`src/rtl/wdt_pkg.sv`:
```
package wdt_pkg;
  typedef enum logic [1:0] {
    REG_TIMEOUT = 2'd0,
    REG_ENABLE  = 2'd1,
    REG_COUNT   = 2'd2,
    REG_CONTROL = 2'd3
  } wdt_reg_e;

  // control register layout: prescaler code above one-hot source select
  typedef struct packed {
    logic [2:0] psc;
    logic [2:0] src;
  } wdt_ctrl_t;
endpackage

```
`src/rtl/wdt_regs.sv`:
```
module wdt_regs
  import wdt_pkg::*;
#(
  parameter int DATA_W = 16,
  parameter int ADDR_W = 4
) (
  input  logic              clk_i,
  input  logic              rst_ni,
  input  logic [ADDR_W-1:0] addr_i,
  input  logic              wr_i,
  input  logic              rd_i,
  input  logic [DATA_W-1:0] wdata_i,
  input  logic [DATA_W-1:0] cnt_i,
  output logic [DATA_W-1:0] rdata_o,
  output logic [DATA_W-1:0] timeout_o,
  output logic              en_o,
  output wdt_ctrl_t         ctrl_o,
  output logic              cnt_wr_o,
  output logic              ctrl_wr_o
);
  localparam int CTRL_W = $bits(wdt_ctrl_t);

  logic              aligned;
  wdt_reg_e          sel;
  logic              wr_ok;
  logic [DATA_W-1:0] timeout_q;
  logic              en_q;
  wdt_ctrl_t         ctrl_q;
  logic [DATA_W-1:0] rd_mux;
  logic [DATA_W-1:0] rdata_q;

  assign aligned   = (addr_i[1:0] == 2'b00);
  assign sel       = wdt_reg_e'(addr_i[3:2]);
  assign wr_ok     = wr_i && aligned;
  assign cnt_wr_o  = wr_ok && (sel == REG_COUNT);
  assign ctrl_wr_o = wr_ok && (sel == REG_CONTROL);

  always_ff @(posedge clk_i or negedge rst_ni) begin
    if (!rst_ni) begin
      timeout_q <= '0;
      en_q      <= 1'b0;
      ctrl_q    <= '0;
    end else if (wr_ok) begin
      case (sel)
        REG_TIMEOUT: timeout_q <= wdata_i;
        REG_ENABLE:  en_q      <= wdata_i[0];
        REG_CONTROL: ctrl_q    <= wdt_ctrl_t'(wdata_i[CTRL_W-1:0]);
        default:     ;
      endcase
    end
  end

  always_comb begin
    rd_mux = '0;
    if (aligned) begin
      case (sel)
        REG_TIMEOUT: rd_mux = timeout_q;
        REG_ENABLE:  rd_mux = DATA_W'(en_q);
        REG_COUNT:   rd_mux = cnt_i;
        REG_CONTROL: rd_mux = DATA_W'(ctrl_q);
        default:     rd_mux = '0;
      endcase
    end
  end

  always_ff @(posedge clk_i or negedge rst_ni) begin
    if (!rst_ni)   rdata_q <= '0;
    else if (rd_i) rdata_q <= rd_mux;
  end

  assign rdata_o   = rdata_q;
  assign timeout_o = timeout_q;
  assign en_o      = en_q;
  assign ctrl_o    = ctrl_q;

  AST_RDATA_HOLD: assert property (@(posedge clk_i) disable iff (!rst_ni)
    !rd_i |=> $stable(rdata_o));
  AST_EN_BIT0: assert property (@(posedge clk_i) disable iff (!rst_ni)
    (wr_ok && sel == REG_ENABLE) |=> en_o == $past(wdata_i[0]));
  AST_MISALIGNED_NOWR: assert property (@(posedge clk_i) disable iff (!rst_ni)
    (wr_i && !aligned) |=> ($stable(timeout_o) && $stable(en_o) && $stable(ctrl_o)));
endmodule

```
`src/rtl/wdt_tick_gen.sv`:
```
module wdt_tick_gen #(
  parameter int SRC_N    = 3,
  parameter int PSC_W    = 3,
  parameter int MAX_CODE = 5
) (
  input  logic             clk_i,
  input  logic             rst_ni,
  input  logic [SRC_N-1:0] src_sel_i,
  input  logic [PSC_W-1:0] psc_i,
  input  logic [SRC_N-1:0] src_tick_i,
  input  logic             clr_i,
  output logic             tick_o
);
  localparam int               DIV_W = 2 * MAX_CODE;
  localparam logic [PSC_W-1:0] CODE_CAP = PSC_W'(MAX_CODE);

  logic [SRC_N-1:0] pick;
  logic             strobe;
  logic [PSC_W-1:0] code_eff;
  logic [DIV_W:0]   span;
  logic [DIV_W-1:0] limit;
  logic [DIV_W-1:0] div_q;
  logic             wrap;

  // lowest-numbered selected source wins
  for (genvar i = 0; i < SRC_N; i++) begin : g_pick
    if (i == 0) begin : g_first
      assign pick[i] = src_sel_i[i];
    end else begin : g_rest
      assign pick[i] = src_sel_i[i] && !(|src_sel_i[i-1:0]);
    end
  end

  assign strobe   = |(pick & src_tick_i);
  assign code_eff = (psc_i > CODE_CAP) ? CODE_CAP : psc_i;
  assign span     = (DIV_W+1)'(1) << {code_eff, 1'b0};
  assign limit    = DIV_W'(span - (DIV_W+1)'(1));
  assign wrap     = (div_q == limit);

  always_ff @(posedge clk_i or negedge rst_ni) begin
    if (!rst_ni)      div_q <= '0;
    else if (clr_i)   div_q <= '0;
    else if (strobe)  div_q <= wrap ? '0 : div_q + 1'b1;
  end

  assign tick_o = strobe && wrap && !clr_i;

  AST_NO_SRC_NO_TICK: assert property (@(posedge clk_i) disable iff (!rst_ni)
    (src_sel_i == '0) |-> !tick_o);
  AST_DIV_CLEAR: assert property (@(posedge clk_i) disable iff (!rst_ni)
    clr_i |=> div_q == '0);
  AST_DIV_IN_RANGE: assert property (@(posedge clk_i) disable iff (!rst_ni)
    div_q <= limit);
endmodule

```
`src/rtl/wdt_counter.sv`:
```
module wdt_counter #(
  parameter int DATA_W = 16
) (
  input  logic              clk_i,
  input  logic              rst_ni,
  input  logic              en_i,
  input  logic              tick_i,
  input  logic [DATA_W-1:0] timeout_i,
  input  logic              wr_i,
  input  logic [DATA_W-1:0] wdata_i,
  output logic [DATA_W-1:0] cnt_o,
  output logic              rst_req_o
);
  logic [DATA_W-1:0] cnt_q;
  logic              step;
  logic              hit;
  logic              rst_q;

  assign step = en_i && tick_i;
  assign hit  = step && (cnt_q == timeout_i);

  always_ff @(posedge clk_i or negedge rst_ni) begin
    if (!rst_ni) begin
      cnt_q <= '0;
      rst_q <= 1'b0;
    end else begin
      rst_q <= hit && !wr_i;
      if (wr_i)      cnt_q <= wdata_i;
      else if (hit)  cnt_q <= '0;
      else if (step) cnt_q <= cnt_q + 1'b1;
    end
  end

  assign cnt_o     = cnt_q;
  assign rst_req_o = rst_q;

  AST_PULSE_AFTER_TICK: assert property (@(posedge clk_i) disable iff (!rst_ni)
    rst_req_o |-> $past(en_i && tick_i && !wr_i));
  AST_WRAP_ZERO: assert property (@(posedge clk_i) disable iff (!rst_ni)
    rst_req_o |-> cnt_o == '0);
  AST_SVC_LOAD: assert property (@(posedge clk_i) disable iff (!rst_ni)
    wr_i |=> (cnt_o == $past(wdata_i) && !rst_req_o));
  AST_HOLD_OFF: assert property (@(posedge clk_i) disable iff (!rst_ni)
    (!en_i && !wr_i) |=> $stable(cnt_o));
  AST_STEP_ONE: assert property (@(posedge clk_i) disable iff (!rst_ni)
    (en_i && tick_i && !wr_i && cnt_o != timeout_i) |=> cnt_o == $past(cnt_o) + 1'b1);
endmodule

```
`src/rtl/prescaled_wdt.sv`:
```
module prescaled_wdt
  import wdt_pkg::*;
#(
  parameter int DATA_W   = 16,
  parameter int ADDR_W   = 4,
  parameter int SRC_N    = 3,
  parameter int PSC_W    = 3,
  parameter int MAX_CODE = 5
) (
  input  logic              clk_i,
  input  logic              rst_ni,
  input  logic [ADDR_W-1:0] addr_i,
  input  logic              wr_i,
  input  logic              rd_i,
  input  logic [DATA_W-1:0] wdata_i,
  output logic [DATA_W-1:0] rdata_o,
  input  logic [SRC_N-1:0]  src_tick_i,
  output logic              wdt_rst_o
);
  logic [DATA_W-1:0] timeout;
  logic              en;
  wdt_ctrl_t         ctrl;
  logic              cnt_wr;
  logic              ctrl_wr;
  logic [DATA_W-1:0] cnt;
  logic              tick;
  logic              div_clr;

  wdt_regs #(.DATA_W(DATA_W), .ADDR_W(ADDR_W)) u_regs (
    .clk_i     (clk_i),
    .rst_ni    (rst_ni),
    .addr_i    (addr_i),
    .wr_i      (wr_i),
    .rd_i      (rd_i),
    .wdata_i   (wdata_i),
    .cnt_i     (cnt),
    .rdata_o   (rdata_o),
    .timeout_o (timeout),
    .en_o      (en),
    .ctrl_o    (ctrl),
    .cnt_wr_o  (cnt_wr),
    .ctrl_wr_o (ctrl_wr)
  );

  assign div_clr = !en || ctrl_wr;

  wdt_tick_gen #(.SRC_N(SRC_N), .PSC_W(PSC_W), .MAX_CODE(MAX_CODE)) u_tick (
    .clk_i      (clk_i),
    .rst_ni     (rst_ni),
    .src_sel_i  (ctrl.src),
    .psc_i      (ctrl.psc),
    .src_tick_i (src_tick_i),
    .clr_i      (div_clr),
    .tick_o     (tick)
  );

  wdt_counter #(.DATA_W(DATA_W)) u_cnt (
    .clk_i     (clk_i),
    .rst_ni    (rst_ni),
    .en_i      (en),
    .tick_i    (tick),
    .timeout_i (timeout),
    .wr_i      (cnt_wr),
    .wdata_i   (wdata_i),
    .cnt_o     (cnt),
    .rst_req_o (wdt_rst_o)
  );

  AST_RST_NEEDS_EN: assert property (@(posedge clk_i) disable iff (!rst_ni)
    wdt_rst_o |-> $past(en));
endmodule

```
`config.mk`:
```
export PLATFORM = sky130hd
export DESIGN_NAME = prescaled_wdt
export DESIGN_NICKNAME = d
export VERILOG_FILES = /design/src/rtl/wdt_pkg.sv /design/src/rtl/wdt_regs.sv /design/src/rtl/wdt_tick_gen.sv /design/src/rtl/wdt_counter.sv /design/src/rtl/prescaled_wdt.sv
export SDC_FILE = /design/constraint.sdc
export NUM_CORES = 1
export LEC_CHECK = 0
export CORE_AREA = 2 2 111 86
export CTS_CLUSTER_DIAMETER = 80
export CTS_CLUSTER_SIZE = 8
export DETAILED_ROUTE_END_ITERATION = 10
export DIE_AREA = 0 0 113 88
export SLEW_MARGIN = 20
export SYNTH_ARGS = -nofsm -noshare
export SYNTH_HDL_FRONTEND = slang
export SYNTH_HIERARCHICAL = 1
export SYNTH_SLANG_ARGS = --single-unit
```
`constraint.sdc`:
```
create_clock -name clk_i -period 6.8 [get_ports clk_i]
set_clock_uncertainty 0.2 [all_clocks]
set_input_delay 1.7 -clock clk_i [delete_from_list [all_inputs] [get_ports clk_i]]
set_output_delay 1.7 -clock clk_i [all_outputs]
set_load 0.1 [all_outputs]
```
After elaboration in Yosys (flattened, before gate mapping)
Index checks and enable logic that the tools add are counted.
Storage, ports and cells
  bits in registers: 66
  latch bits: 0
  bits in writable memories: 0
  ROM bits: 0
  output and inout bits: 17
  logic and storage cells: 53
  memories kept: 0
Cells by class
  $add $sub $neg: 3
  multiply operators: 0
  divide/modulo/power cells: 0
  order comparisons: 1
  equality and inequality tests: 5
  shift-type cells: 1
  mux-type cells: 9
  bitwise logic cells: 1
  reduce and logical (&&, ||, !) cells: 25
Operators with widths (count)
  16-bit two-way mux: 4
  16-bit one-hot mux with 4 select lines: 1
  10-bit two-way mux: 3
  16-bit by 1-bit adder with 16-bit output (second input constant): 1
  16-bit == test: 1
  10-bit by 1-bit adder with 10-bit output (second input constant): 1
  10-bit == test: 1
  1-bit logical AND: 10
  1-bit by 4-bit left shift with 10-bit output (first input constant): 1
  10-bit by 1-bit subtractor with 10-bit output (second input constant): 1
  2-bit AND reduction: 3
  1-bit logical NOT: 5
  2-bit == test (second input constant): 2
  2-bit logical NOT: 2
  3-bit AND: 1
  3-bit greater-than comparator (second input constant): 1
  3-bit two-way mux: 1
  3-bit nonzero test: 1
  3-bit OR reduction: 1
  2-bit by 1-bit == test with 1-bit output (second input constant): 1
  2-bit nonzero test: 1
  2-bit OR reduction: 1
  1-bit logical OR: 1

Depth between registers and ports, before layout
  word-level depth: 11
  gate-level depth with buffers: 15
  gate-level depth less buffers: 12

Hierarchy
The synthesis kept the hierarchy.
By module, submodules not included
  wdt_regs: instances 1, cells an instance 141, area each 1816.7 um^2
  wdt_counter: instances 1, cells an instance 125, area each 1159.9 um^2
  wdt_tick_gen: instances 1, cells an instance 100, area each 887.1 um^2
  prescaled_wdt: instances 1, cells an instance 1, area each 6.3 um^2

Worst setup path after synthesis
No wires, ideal clock.
  kind: input to register
  start point: in addr_i[2]
  end point: reg u_cnt.cnt_q[0], in the netlist u_cnt/cnt_o[0]
  arrival time: 4096 ps
  required time: 6474 ps
  path slack: 2378 ps
  stages on the path: 14
  path through: buf_2 buf_2 nand4_1 inv_1 nand2b_1 clkbuf_1 nor4_2 nand2_1 nor2_1 a41o_1 buf_6 buf_8 nor3_2 a221o_1
Between the ends
  longest elaborated chain between the ends: 9
Ends and longest elaborated chain
  from (decl): RTL line prescaled_wdt.sv:12  | input logic [ADDR_W-1:0] addr_i,
  2-bit == test *: RTL line wdt_regs.sv:36  | assign ctrl_wr_o = wr_ok && (sel == REG_CONTROL);
  1-bit logical AND *: RTL line wdt_regs.sv:36
  named net ctrl_wr: RTL line prescaled_wdt.sv:24  | logic ctrl_wr;
  1-bit logical OR *: RTL line prescaled_wdt.sv:45  | assign div_clr = !en || ctrl_wr;
  named net div_clr: RTL line prescaled_wdt.sv:27  | logic div_clr;
  1-bit logical NOT *: RTL line wdt_tick_gen.sv:46  | assign tick_o = strobe && wrap && !clr_i;
  1-bit logical AND *: RTL line wdt_tick_gen.sv:46
  named net tick: RTL line prescaled_wdt.sv:26  | logic tick;
  1-bit logical AND *: RTL line wdt_counter.sv:19  | assign step = en_i && tick_i;
  1-bit logical AND: RTL line wdt_counter.sv:20  | assign hit = step && (cnt_q == timeout_i);
  16-bit two-way mux: RTL line wdt_counter.sv:29  | else if (hit) cnt_q <= '0;
  16-bit two-way mux: RTL line wdt_counter.sv:28  | if (wr_i) cnt_q <= wdata_i;
  to (signal assigned): RTL line wdt_counter.sv:28
  to (signal assigned): RTL line wdt_counter.sv:30  | else if (step) cnt_q <= cnt_q + 1'b1;
  to (decl): RTL line wdt_counter.sv:14  | logic [DATA_W-1:0] cnt_q;
Mark *: on every way through the listed nets, which the timed path passes. The rest lies on a longest branch.
A chain may end at the register's enable or synchronous reset.

Worst setup path after layout
  start point: in addr_i[3]
  end point: reg u_cnt.cnt_q[4], in the netlist u_cnt/cnt_o[4]
Same word-level chain as after synthesis.

==> flow_metrics.py <==
metrics = {
    "cts": {
        "cts_made_buffers": 9,
        "cts.sinks": 66,
        "clk-insertion-delay-late_ns": 0.34,
        "cts_buffer_depth": 2,
        "cts_setup_buffers": 0,
        "root_buffer": "clkbuf_16",
        "cts-resized-gates": 0,
        "postCtsHoldBufs": 0,
        "cts_tree": "yes",
        "h-tree-depth": 3,
        "path_clk_slew_ns": 0.06,
    },
    "worst_hold_path": {
        "hold_depth": 2,
        "min-delay-start": "u_regs/rdata_o[0]",
        "min_path_type": "reg2reg",
        "hold_end": "u_regs/rdata_o[0]",
    },
    "global_routing": {
        "grt_antenna_before_repair": 0,
        "grt_first_pass_wirelength_um": 15100,
        "gr-total-overflow": 0,
        "grt_pass1_vias": 2779,
        "grt_util_all_layers_pct": 19.98,
        "grt_max_degree": 67,
    },
    "synthesis": {
        "yosysUniqueCellTypes": 62,
        "synthesis.nets": 397,
        "ys_seq_area_share_pct": 42.68,
        "ys_seq_elements": 66,
        "synth_flop_cell": "dfrtp_1",
        "synth-simple-area-share_pct": 16.49,
        "synth_edf_count": 0,
        "synthesis.area_sq_um": 3870,
        "synth.avg_cell_area_sq_um": 10.54,
        "synthMuxAreaShare_pct": 11.57,
        "synth_top_family_by_area": "compound AO/OA/AOI/OAI gates",
        "synth_compound_area_share_pct": 16.81,
        "synthCells": 367,
        "ys_warn_count": 6,
        "synth_fa_ha_area_share_pct": 0.9699,
        "synthXorXnorAreaFrac_pct": 6.305,
        "async_reset_ff_share_pct": 100.0,
    },
    "drt": {
        "dr.pass1.iters": 8,
        "drc_errors": 5,
        "drt_iter0_markers": 248,
        "viasPerCell": 5.701,
        "via_count": 2976,
        "drt-total-wl_um": 9346,
        "antenna_left": 0,
        "wl_per_cell_um": 17.90,
    },
    "power": {
        "power.leakage_uw": 0.001819,
        "ir_drop_uv": 218.0,
        "power_density_nw_per_um2": 282.9,
        "total_power_uw": 1311,
    },
    "placement": {
        "numPortBuffers": 43,
        "routabilityCongestion": 0.8180,
        "dpl.hpwl_um": 6589,
        "place_inst": 507,
    },
    "sta": {
        "rsz0062_at_grt": "false",
        "drv_slew": 0,
        "hold_viol_final": 0,
        "worst_pin_slew_ns": 0.9709,
        "finalCritPeriodShare_pct": 76.82,
        "post-route-min-period_ns": 5.224,
        "tns_ns": 0,
        "fmaxAchievable_mhz": 191.4,
        "slew_headroom_pct": 35.07,
        "setup_viol": 0,
    },
    "die": {
        "start_util_pct": 43.69,
        "fp.dieW_um": 113,
        "dieArea_sq_um": 9944,
        "die_y_um": 88,
        "io_pins": 44,
        "core_area_sq_um": 8859,
        "fp-row-count": 30,
    },
    "worst_setup_path": {
        "rrSetupSlack_ns": 2.49,
        "path_max_fanout": 25,
        "cp-start-kind": "input pin",
        "crit_type": "in2reg",
        "cp_data_required_time_ns": 6.81,
        "cp-startpoint": "addr_i[3]",
        "worstPathArrival_ns": 5.24,
        "endpoint_kind": "flip-flop",
        "r2r_start": "u_regs/ctrl_o[3]",
        "rr_worst_depth": 11,
        "r2r-end": "u_cnt/cnt_o[4]",
    },
    "cells_and_area": {
        "multi_input_area_sq_um": 2018,
        "final-seq-area_sq_um": 1652,
        "n_antenna_cell": 0,
        "fillCellCount": 807,
        "drive_gt1_share_pct": 21.46,
        "mostFrequentLayoutCells": "dfrtp_1 (66), clkdlybuf4s50_1 (42), mux2_2 (28), nand2_1 (26), inv_1 (20)",
        "final_nets": 436,
        "final_common_cell": "dfrtp_1",
        "syn2layout_area_growth_pct": 19.79,
        "fin_cells": 522,
    },
    "job": {
        "max_cap_violations": 0,
    },
    "run_status": {
        "violations": "design-rule violations",
        "outcome": "finished with violations",
    },
}
-- metrics by stage --
| step | area [sq um] | hold slack [ns] | utilization (%) | setup WS, ns |
|---|---|---|---|---|
| after detailed placement | 4355 | 0.3217 | 49.17 | 1.235 |
| final | 4636 | 0.3275 | 52.33 | 1.576 |
| after CTS | 4636 | 0.3309 | 52.33 | 1.586 |
| after floorplan | 3870 | 0.2965 | - | 2.378 |
| after global placement | 4355 | 0.3132 | 49.17 | 1.338 |
| after global routing | 4636 | 0.3461 | 52.33 | 1.292 |
-- where the power goes --
part	internal (uW)	switching [uW]	total (uW)
logic	145	193	338
registers	454	84.2	538
clock network	263	172	435
total	862	449	1310
-- worst max-delay path by stage --
stage | to | slack (ns) | cells past startpoint
4_1_cts | u_cnt/cnt_o[4] | 1.59 | 11
5_1_grt | u_cnt/cnt_o[14] | 1.29 | 11
6_report | u_cnt/cnt_o[4] | 1.58 | 11
2_1_floorplan | u_cnt/cnt_o[0] | 2.38 | 14
3_3_place_gp | u_cnt/cnt_o[4] | 1.34 | 11
3_5_place_dp | u_cnt/cnt_o[4] | 1.24 | 11
-- cell families (layout without fill, tap and decap cells) --
family,after synthesis,after routing
XOR/XNOR,27,27
AO/OA/AOI/OAI,80,80
flip-flops,66,66
buffers and inverters,41,84
AND/OR/NAND/NOR,110,110
adder cells (fa/ha/maj),3,3
multiplexers,40,40
-- worst max-delay path, stage by stage --
cell and delay [ns]:
clkdlybuf4s50_1 0.42, buf_4 0.24, nand4_1 0.13, inv_1 0.04, nand2b_1 0.41, nor4_2 0.51
nand2_1 0.38, nor2_1 0.25, a41o_1 0.62, o21ai_0 0.19, a221o_1 0.33
-- sequential cells by signal, summed over array words and instances (netlist names) --
| register | count |
|---|---|
| u_cnt/cnt_o | 16 |
| u_regs/timeout_o | 16 |
| u_tick/div_q | 10 |
| u_regs/rdata_o | 16 |
| u_regs/ctrl_o | 6 |
| u_regs/en_o | 1 |
| u_cnt/rst_req_o | 1 |
-- cells in the mapped netlist, drive strengths merged, types with 2 or more instances --
master | number | share of area [%]
a31o | 4 | 0.91
and3 | 5 | 0.97
nor4 | 6 | 1.3
nor2b | 3 | 0.49
nand2b | 2 | 0.32
nand4 | 10 | 1.6
and4 | 2 | 0.45
nor4b | 4 | 0.91
nand3b | 2 | 0.39
nor3 | 9 | 1.4
o21ai | 21 | 2.9
nor3b | 7 | 1.4
dfrtp | 66 | 43
ha | 3 | 0.97
nand3 | 11 | 1.6
clkbuf | 9 | 0.87
inv | 20 | 1.9
or3 | 2 | 0.45
nand2 | 26 | 2.5
o211ai | 4 | 1.2
buf | 12 | 2.4
xor2 | 15 | 3.6
and2 | 4 | 0.65
nor2 | 13 | 1.3
a31oi | 2 | 0.32
a221o | 5 | 1.3
mux2i | 11 | 2.8
xnor2 | 12 | 2.7
or2 | 2 | 0.32
a21oi | 16 | 2.7
o22ai | 19 | 5.2
mux2 | 28 | 8.1
-- metal layers --
metal | wire (um) | vias up | track usage [%]
met5 | 0 | - | 0
met4 | 77 | 0 | 4.878
met3 | 606 | 6 | 6.505
met2 | 3736 | 78 | 26.78
met1 | 4926 | 1470 | 30.74
li1 | - | 1422 | -
-- area by class of cell --
class                      instances  area share [%]
clock buffer                      11           5.452
inverter                          20           1.619
multi-input combinational        260           43.54
clock inverter                     4          0.5938
tap                              112           3.023
sequential                        66           35.63
timing repair buffer              49           10.15
(Power assumes the default switching activity.)
